File: src/rtl/divcfg_pkg.sv
package divcfg_pkg;

   localparam int unsigned FCODE_W = 3;

   typedef enum logic [FCODE_W-1:0] {
      FC_PRE    = 3'd0,
      FC_MINT   = 3'd1,
      FC_FRAC   = 3'd2,
      FC_POST   = 3'd3,
      FC_COMMIT = 3'd4
   } fcode_e;

   function automatic int unsigned wmax4(input int unsigned a, input int unsigned b,
                                         input int unsigned c, input int unsigned d);
      int unsigned m;
      m = a;
      if (b > m) m = b;
      if (c > m) m = c;
      if (d > m) m = d;
      return m;
   endfunction

endpackage

File: src/rtl/divcfg_sync.sv
module divcfg_sync #(
   parameter int W      = 2,
   parameter int STAGES = 2
) (
   input  logic         clk,
   input  logic         rst_n,
   input  logic [W-1:0] d_async,
   output logic [W-1:0] q_sync
);

   if (W < 1) begin : g_bad_w
      $error("divcfg_sync: W must be at least 1");
   end
   if (STAGES < 2) begin : g_bad_stages
      $error("divcfg_sync: STAGES must be at least 2");
   end

   logic [W-1:0] chain [STAGES];

   always_ff @(posedge clk or negedge rst_n) begin
      if (!rst_n) begin
         for (int i = 0; i < STAGES; i++) chain[i] <= '0;
      end else begin
         chain[0] <= d_async;
         for (int i = 1; i < STAGES; i++) chain[i] <= chain[i-1];
      end
   end

   assign q_sync = chain[STAGES-1];

   if (STAGES == 2) begin : g_chk_two
      logic [1:0] warm;
      always_ff @(posedge clk or negedge rst_n) begin
         if (!rst_n)              warm <= 2'd0;
         else if (warm != 2'd3)   warm <= warm + 2'd1;
      end
      // output follows the asynchronous input after two edges
      a_r5_sync_latency: assert property (@(posedge clk) disable iff (!rst_n)
         (warm == 2'd3) |-> (q_sync == $past(d_async, 2)));
   end

endmodule

File: src/rtl/divcfg_slot.sv
module divcfg_slot #(
   parameter int PRE_W  = 2,
   parameter int MINT_W = 7,
   parameter int FRAC_W = 18,
   parameter int POST_W = 7,
   parameter int DATA_W = 18,
   parameter int WORD_W = PRE_W + MINT_W + FRAC_W + POST_W,
   parameter logic [WORD_W-1:0] DEF = '0
) (
   input  logic                              clk,
   input  logic                              rst_n,
   input  logic                              wr_en,
   input  logic [divcfg_pkg::FCODE_W-1:0]    wr_code,
   input  logic [DATA_W-1:0]                 wr_data,
   output logic [WORD_W-1:0]                 word_q
);
   import divcfg_pkg::*;

   localparam int POST_LSB = 0;
   localparam int FRAC_LSB = POST_LSB + POST_W;
   localparam int MINT_LSB = FRAC_LSB + FRAC_W;
   localparam int PRE_LSB  = MINT_LSB + MINT_W;

   if (WORD_W != PRE_W + MINT_W + FRAC_W + POST_W) begin : g_bad_word
      $error("divcfg_slot: WORD_W does not match the field widths");
   end
   if (DATA_W < wmax4(PRE_W, MINT_W, FRAC_W, POST_W)) begin : g_bad_data
      $error("divcfg_slot: DATA_W narrower than a field");
   end

   logic [PRE_W-1:0]  st_pre;
   logic [MINT_W-1:0] st_mint;
   logic [FRAC_W-1:0] st_frac;
   logic [POST_W-1:0] st_post;

   always_ff @(posedge clk or negedge rst_n) begin
      if (!rst_n) begin
         st_pre  <= DEF[PRE_LSB  +: PRE_W];
         st_mint <= DEF[MINT_LSB +: MINT_W];
         st_frac <= DEF[FRAC_LSB +: FRAC_W];
         st_post <= DEF[POST_LSB +: POST_W];
         word_q  <= DEF;
      end else if (wr_en) begin
         case (wr_code)
            FC_PRE:    st_pre  <= wr_data[PRE_W-1:0];
            FC_MINT:   st_mint <= wr_data[MINT_W-1:0];
            FC_FRAC:   st_frac <= wr_data[FRAC_W-1:0];
            FC_POST:   st_post <= wr_data[POST_W-1:0];
            FC_COMMIT: word_q  <= {st_pre, st_mint, st_frac, st_post};
            default:   ;
         endcase
      end
   end

   // committed word moves only after a commit write
   a_r4_commit_only: assert property (@(posedge clk) disable iff (!rst_n)
      !$past(wr_en && (wr_code == FC_COMMIT)) |-> $stable(word_q));

endmodule

File: src/rtl/divcfg_bank.sv
module divcfg_bank #(
   parameter int NSLOT       = 4,
   parameter int PRE_W       = 2,
   parameter int MINT_W      = 7,
   parameter int FRAC_W      = 18,
   parameter int POST_W      = 7,
   parameter int SYNC_STAGES = 2,
   parameter logic [NSLOT*(PRE_W+MINT_W+FRAC_W+POST_W)-1:0] DEFAULTS = '0
) (
   input  logic                                     clk,
   input  logic                                     rst_n,
   input  logic [$clog2(NSLOT)-1:0]                 sel_pins,
   input  logic                                     host_we,
   input  logic [$clog2(NSLOT)+divcfg_pkg::FCODE_W-1:0] host_addr,
   input  logic [divcfg_pkg::wmax4(PRE_W, MINT_W, FRAC_W, POST_W)-1:0] host_wdata,
   output logic [divcfg_pkg::wmax4(PRE_W, MINT_W, FRAC_W, POST_W)-1:0] host_rdata,
   output logic [PRE_W-1:0]                         div_pre,
   output logic [MINT_W-1:0]                        div_mint,
   output logic [FRAC_W-1:0]                        div_frac,
   output logic [POST_W-1:0]                        div_post,
   output logic [$clog2(NSLOT)-1:0]                 sel_live
);
   import divcfg_pkg::*;

   localparam int SLOT_AW  = $clog2(NSLOT);
   localparam int WORD_W   = PRE_W + MINT_W + FRAC_W + POST_W;
   localparam int DATA_W   = wmax4(PRE_W, MINT_W, FRAC_W, POST_W);
   localparam int POST_LSB = 0;
   localparam int FRAC_LSB = POST_LSB + POST_W;
   localparam int MINT_LSB = FRAC_LSB + FRAC_W;
   localparam int PRE_LSB  = MINT_LSB + MINT_W;

   if (NSLOT < 2 || (1 << SLOT_AW) != NSLOT) begin : g_bad_nslot
      $error("divcfg_bank: NSLOT must be a power of two, at least 2");
   end
   if (PRE_W < 1 || MINT_W < 1 || FRAC_W < 1 || POST_W < 1) begin : g_bad_fields
      $error("divcfg_bank: every field needs at least one bit");
   end

   logic [FCODE_W-1:0] a_code;
   logic [SLOT_AW-1:0] a_slot;
   assign a_code = host_addr[FCODE_W-1:0];
   assign a_slot = host_addr[FCODE_W +: SLOT_AW];

   // select synchronizer
   logic [SLOT_AW-1:0] sel_sync;
   divcfg_sync #(.W(SLOT_AW), .STAGES(SYNC_STAGES)) u_sync (
      .clk     (clk),
      .rst_n   (rst_n),
      .d_async (sel_pins),
      .q_sync  (sel_sync)
   );

   // slot storage
   logic [WORD_W-1:0] slot_word [NSLOT];

   for (genvar g = 0; g < NSLOT; g++) begin : g_slot
      logic wr_hit;
      assign wr_hit = host_we && (a_slot == SLOT_AW'(g));
      divcfg_slot #(
         .PRE_W  (PRE_W),
         .MINT_W (MINT_W),
         .FRAC_W (FRAC_W),
         .POST_W (POST_W),
         .DATA_W (DATA_W),
         .WORD_W (WORD_W),
         .DEF    (DEFAULTS[g*WORD_W +: WORD_W])
      ) u_slot (
         .clk     (clk),
         .rst_n   (rst_n),
         .wr_en   (wr_hit),
         .wr_code (a_code),
         .wr_data (host_wdata),
         .word_q  (slot_word[g])
      );
   end

   // live selection
   logic [WORD_W-1:0] live_word;
   assign live_word = slot_word[sel_sync];
   assign div_pre   = live_word[PRE_LSB  +: PRE_W];
   assign div_mint  = live_word[MINT_LSB +: MINT_W];
   assign div_frac  = live_word[FRAC_LSB +: FRAC_W];
   assign div_post  = live_word[POST_LSB +: POST_W];
   assign sel_live  = sel_sync;

   // readback
   logic [WORD_W-1:0] rd_word;
   assign rd_word = slot_word[a_slot];

   always_ff @(posedge clk or negedge rst_n) begin
      if (!rst_n) begin
         host_rdata <= '0;
      end else begin
         case (a_code)
            FC_PRE:  host_rdata <= DATA_W'(rd_word[PRE_LSB  +: PRE_W]);
            FC_MINT: host_rdata <= DATA_W'(rd_word[MINT_LSB +: MINT_W]);
            FC_FRAC: host_rdata <= DATA_W'(rd_word[FRAC_LSB +: FRAC_W]);
            FC_POST: host_rdata <= DATA_W'(rd_word[POST_LSB +: POST_W]);
            default: host_rdata <= '0;
         endcase
      end
   end

   logic commit_any;
   assign commit_any = host_we && (a_code == FC_COMMIT);

   // live word holds while select is steady and nothing was committed
   a_r4_live_hold: assert property (@(posedge clk) disable iff (!rst_n)
      ($stable(sel_sync) && !$past(commit_any)) |-> $stable(live_word));

   // commit and reserved codes read back as zero
   a_r7_reserved_zero: assert property (@(posedge clk) disable iff (!rst_n)
      (a_code >= FCODE_W'(4)) |=> (host_rdata == '0));

   // readback of a narrow field never sets bits above its width
   a_r6_pre_zero_ext: assert property (@(posedge clk) disable iff (!rst_n)
      (a_code == FCODE_W'(0)) |=> ((host_rdata >> PRE_W) == '0));

endmodule

File: config.mk
export PLATFORM = sky130hd
export DESIGN_NAME = divcfg_bank
export DESIGN_NICKNAME = d
export VERILOG_FILES = /design/src/rtl/divcfg_pkg.sv /design/src/rtl/divcfg_sync.sv /design/src/rtl/divcfg_slot.sv /design/src/rtl/divcfg_bank.sv
export SDC_FILE = /design/constraint.sdc
export NUM_CORES = 1
export LEC_CHECK = 0
export CAP_MARGIN = 20
export CORE_ASPECT_RATIO = 0.5
export CORE_MARGIN = 3
export CORE_UTILIZATION = 60
export CTS_CLUSTER_DIAMETER = 50
export DETAILED_ROUTE_END_ITERATION = 8
export DONT_BUFFER_PORTS = 1
export PLACE_DENSITY = 0.8
export SYNTH_ARGS = -nofsm -noshare
export SYNTH_HDL_FRONTEND = slang
export SYNTH_HIERARCHICAL = 1
export SYNTH_SLANG_ARGS = --single-unit
File: constraint.sdc
create_clock -name clk -period 1.7 [get_ports clk]
set_input_delay 0.17 -clock clk [delete_from_list [all_inputs] [get_ports clk]]
set_output_delay 0.17 -clock clk [all_outputs]
set_load 0.005 [all_outputs]
# --- Yosys cells after proc, flatten, opt, wreduce, memory -nomap -nowiden ---
# Cells that the tools add are included.
word_totals:
  register_bits: 294
  in_bits: 28
  output_inout_bits: 54
  word_cells: 67
op_classes:
  order_cmp: 2
  n_eq_ne: 7
  mux: 7
  bitwise_logic: 2
  n_reduce_logical: 26
ops:
  columns: ["op", "n"]
  rows:
  - ["34-bit binary-select mux with 2-bit select", 2]
  - ["34-bit 2-to-1 mux", 4]
  - ["18-bit one-hot mux with 4 select lines", 1]
  - ["2-bit AND reduction", 20]
  - ["3-bit by 2-bit == test with 1-bit output (second input constant)", 2]
  - ["3-bit greater-or-equal comparator (second input constant)", 2]
  - ["2-bit NOT with 3-bit output", 2]
  - ["2-bit == test (second input constant)", 2]
  - ["1-bit logical AND", 4]
  - ["3-bit by 1-bit == test with 1-bit output (second input constant)", 1]
  - ["3-bit == test (second input constant)", 1]
  - ["3-bit zero test", 1]
  - ["2-bit by 1-bit == test with 1-bit output (second input constant)", 1]
  - ["2-bit zero test", 1]

# --- Longest topological paths before layout ---
depth:
  word_depth: 5
  ltp_mapped: 8

# --- Modules after synthesis ---
# The synthesis kept the hierarchy.
by_module_without_submodules:
  columns: ["mod", "n_inst", "cells_per_inst", "area_each_um2"]
  rows:
  - ["divcfg_slot", 4, 148, 2742.6]
  - ["divcfg_bank", 1, 169, 2421.1]
  - ["divcfg_sync", 1, 6, 115.1]

# --- Worst setup path before layout ---
# Ideal clock, no wire load.
synth_timing:
  path_type: "input port to flip-flop"
  start: "input host_addr[4] (netlist name)"
  end: "register g_slot[0].u_slot.st_frac[10]"
  setup_time_ps: 125
  arrival_time_ps: 1785
  t_required_ps: 1575
  setup_slack_ps: -210
  path_stages: 8
  path_buffers: 5
  path_cell_list: "buf_2 buf_4 buf_2 nor3b_1 and4bb_1 buf_6 buf_6 mux2_4"
synth_via:
  elab_chain_cells: 3
synth_lines:
  columns: ["item", "line_no", "text"]
  rows:
  - ["start, declared", "divcfg_bank.sv:14", "input logic [$clog2(NSLOT)+divcfg_pkg::FCODE_W-1:0] host_addr,"]
  - ["2-bit zero test", "divcfg_bank.sv:59", "assign wr_hit = host_we && (a_slot == SLOT_AW'(g));"]
  - ["1-bit logical AND", "divcfg_bank.sv:59", null]
  - ["via g_slot[0].wr_hit", "divcfg_bank.sv:58", "logic wr_hit;"]
  - ["2-bit AND reduction (no line)", null, null]
  - ["end signal, assigned", "divcfg_slot.sv:40", "st_frac <= DEF[FRAC_LSB +: FRAC_W];"]
  - ["end signal, assigned", "divcfg_slot.sv:47", "FC_FRAC: st_frac <= wr_data[FRAC_W-1:0];"]
  - ["end, declared", "divcfg_slot.sv:33", "logic [FRAC_W-1:0] st_frac;"]
# The timed path passes the listed nets, and every way through them passes these cells.
# A chain may end at the register's enable or synchronous reset.

# --- Worst setup path after layout ---
layout_timing:
  start: "register u_sync.chain (netlist bit u_sync/q_sync[0])"
  end: "output div_frac[11]"
layout_via:
  elab_chain_cells: 4
layout_lines:
  columns: ["item", "line_no", "text"]
  rows:
  - ["start, declared", "divcfg_sync.sv:18", "logic [W-1:0] chain [STAGES];"]
  - ["2-bit NOT with 3-bit output (implied by the code)", "divcfg_bank.sv:80", "assign live_word = slot_word[sel_sync];"]
  - ["34-bit binary-select mux with 2-bit select", "divcfg_bank.sv:80", null]
  - ["34-bit 2-to-1 mux (implied by the code) (2 in series)", "divcfg_bank.sv:80", null]
  - ["end, declared", "divcfg_bank.sv:19", "output logic [FRAC_W-1:0] div_frac,"]
# Every way passes these cells. The select of a mux whose other input is x is not followed.

==> impl_metrics.yaml <==
clock_tree:
  numCtsBuffers: 26
  hold_buffers: 25
  ctsLongestPathBuffers: 3
  clk_pin_slew_ps: 70
  cts_root_buffer: "clkbuf_16"
  cts-htree-levels: 1
  cts.sinks: 294
  clock_latency_ps: 520
  cts_tree: "built"
  postCtsSetupBuffers: 0
cells_and_area:
  final_util_pct: 68.71
  finalNonFillerCells: 1115
  nNetsFinal: 829
  area_growth_pct: 11.26
  drive_above_1_share_pct: 52.52
  n_antenna_cell: 0
floorplanning:
  ioPinCount: 82
  core_area_sq_um: 21870
  fp.dieArea_sq_um: 24460
  std_cell_rows: 38
  dieHeight_microns: 112.1
  dieWidth_microns: 218.2
  initial_utilization_pct: 61.76
flow_run:
  drv_cap: 0
sta:
  setup_viol: 34
  slew_headroom_pct: 46.09
  rsz0062_at_grt: "true"
  report.final.hold_viol_count: 294
  final-max-slew-violation-count: 0
  final.setup_skew_ps: 7.960
  fin_tns_setup_ps: -7480
  fin_ws_ps: -265.6
  tightest_slew_ps: 806.1
  timing.hold.ws_ps: -662.9
  fin_crit_sh_pct: 115.6
  max_freq_mhz: 508.8
  finalCriticalPeriod_ps: 1966
worst_setup_path:
  path_cells: "buf_12, mux4_2"
  critical-path-max-stage-delay_ps: 580
  rr_startpoint: "g_slot[2].u_slot/word_q[1]$_DFFE_PN0P_"
  cp.required_ps: 1530
  reg2regPathDepth: 3
  start_kind: "flip-flop"
  worstSetupPathType: "reg2out"
  reg2reg_slack_ps: 190
  path_max_fanout: 15
  cp_slowest_cell: "mux4_2"
  startpoint: "u_sync/q_sync[0]$_DFF_PN0_"
  arrival_ps: 1800
  cp-end-kind: "output pin"
  r2r-end: "host_rdata[1]$_DFF_PN0_"
yosys:
  synth_top_area_share_pct: 54.47
  yosys_warnings: 6
  synth_area_leader_cell: "dfrtp_1"
  synth.distinct_cells: 30
  netlist_area_sq_um: 13510
  yosys_register_bits: 294
  synth.most_common_cell: "dfrtp_1"
  ys_seq_area_share_pct: 54.47
  syn_avg_cell_area_sq_um: 17.61
  syn-num-nets: 795
  ys_async_sr_fraction_pct: 100.0
  ys.flop_type: "dfrtp_1"
  synth_edf_count: 0
  synth_cells: 767
  synth_commonest_cells: "dfrtp_1 (294), mux2_4 (160), mux2_2 (133)"
  ys_top_cells_by_area: "dfrtp_1 (54%), mux2_4 (18%), mux2_2 (11%)"
global_route:
  grt.overflow.total: 0
  grt_pass1_wl_microns: 46440
  grt_max_degree: 295
  grtUsageTotal_pct: 24.85
  grt_pass1_vias: 7617
  antenna_found_initial: 0
routing:
  ant_nets: 0
  viasPerCell: 6.252
  drc: 0
  drtPass1Iterations: 4
  dr_total_vias: 6971
  wl_per_cell_microns: 26.43
  drt_iter0_drc: 592
  routed_wl_microns: 29470
power_and_ir_drop:
  power_density_nw_per_um2: 1143
  max-vdd-ir-drop_v: 0.0008110
  leakage_nw: 6.842
worst_hold_path:
  hold_path_class: "in2async"
placed_design:
  gp_congestion: 0.8003
  dp_hpwl_microns: 17690
  dp_cells: 1048
  io_buffers: 0
  post-place-ws_ps: 225.3
status:
  status: "complete, but fails checks"
  violations: "hold timing, setup timing"
## cell type report
| type | count | area [sq um] |
|---|---|---|
| sequential | 294 | 7360 |
| clock buffer | 36 | 769.5 |
| fill | 1378 | 6844 |
| multi-input combinational | 424 | 5747 |
| timing repair buffer | 55 | 666.9 |
| tap | 300 | 375.4 |
| clock inverter | 6 | 108.9 |
## how the worst max path moves through the flow
stage / end / slack (ps) / depth (start not counted)
5_1_grt: div_frac[2] / -320 / 2
4_1_cts: div_post[2] / -290 / 2
3_3_place_gp: g_slot[0].u_slot/word_q[23]$_DFFE_PN0P_ / 240 / 4
6_report: div_frac[11] / -270 / 2
2_1_floorplan: g_slot[0].u_slot/word_q[0]$_DFFE_PN0P_ / 10 / 8
3_5_place_dp: g_slot[1].u_slot/word_q[6]$_DFFE_PN0P_ / 230 / 5
## cell usage in the layout, fill, tap and decap left out, drive strengths merged, types with 4 or more instances in the layout
master,netlist,final
and2,11,11
and4bb,8,8
buf,47,30
clkbuf,2,36
dfrtp,294,294
dlygate4sd3,0,25
mux2,293,293
mux4,57,57
nand2,7,7
nand4b,4,4
nor4b,4,4
nor4bb,4,4
o22ai,10,10
o31ai,7,7
## layer usage
layer  GRT usage, %  share of wire [%]  up-vias
met5              0                  0        -
met4          6.727                2.5        0
met3          5.680                6.0       50
met2          38.40                 46      212
met1          36.27                 46     3783
li1               -                  -     2926
## worst max-delay path: cells and delay by family (launching register included)
kind | cells | cell delay [ps]
buffers and inverters | 1 | 220
DFF | 1 | 460
muxes | 1 | 580
## state kept, by name, indices dropped and copies added, names as in the netlist
signal	flops
g_slot.u_slot/word_q	136
g_slot.u_slot/st_post	28
g_slot.u_slot/st_mint	28
g_slot.u_slot/st_pre	8
g_slot.u_slot/st_frac	72
u_sync/q_sync	2
host_rdata	18
u_sync/chain	2
## cell families (layout without fill, tap and decap cells)
group / count (synthesis) / count (layout) / share of synthesized area [%]
AOI/OAI and AO/OA: 21 / 21 / 1.056
buffers and inverters: 49 / 97 / 3.066
DFF: 294 / 294 / 54.47
muxes: 351 / 351 / 38.45
and+or+nand+nor: 52 / 52 / 2.955
## through the flow
step           instance area [sq um]  power [mW]  hold WS, ps
3_3_place_gp                   13890       10.87       -111.2
4_1_cts                        15020       17.28       -670.3
3_5_place_dp                   13890       11.04       -111.7
2_1_floorplan                  13550       10.53       -125.6
6_report                       15030       17.17       -662.9
5_1_grt                        15030       17.85       -686.6
## timing repair
item                       4_1_cts  5_1_grt
resized for setup                0        1
hold endpoints to repair       445      294
gates cloned                     0        0
setup endpoints to repair       34       34
## power by group
group | total, mW | switching, mW | leakage, nW | internal, mW
registers | 8.81 | 0.739 | 3.88 | 8.07
logic | 2.25 | 0.659 | 2.53 | 1.59
clock network | 6.11 | 2.52 | 0.434 | 3.59
No activity file was read; power rests on OpenSTA's default activity.
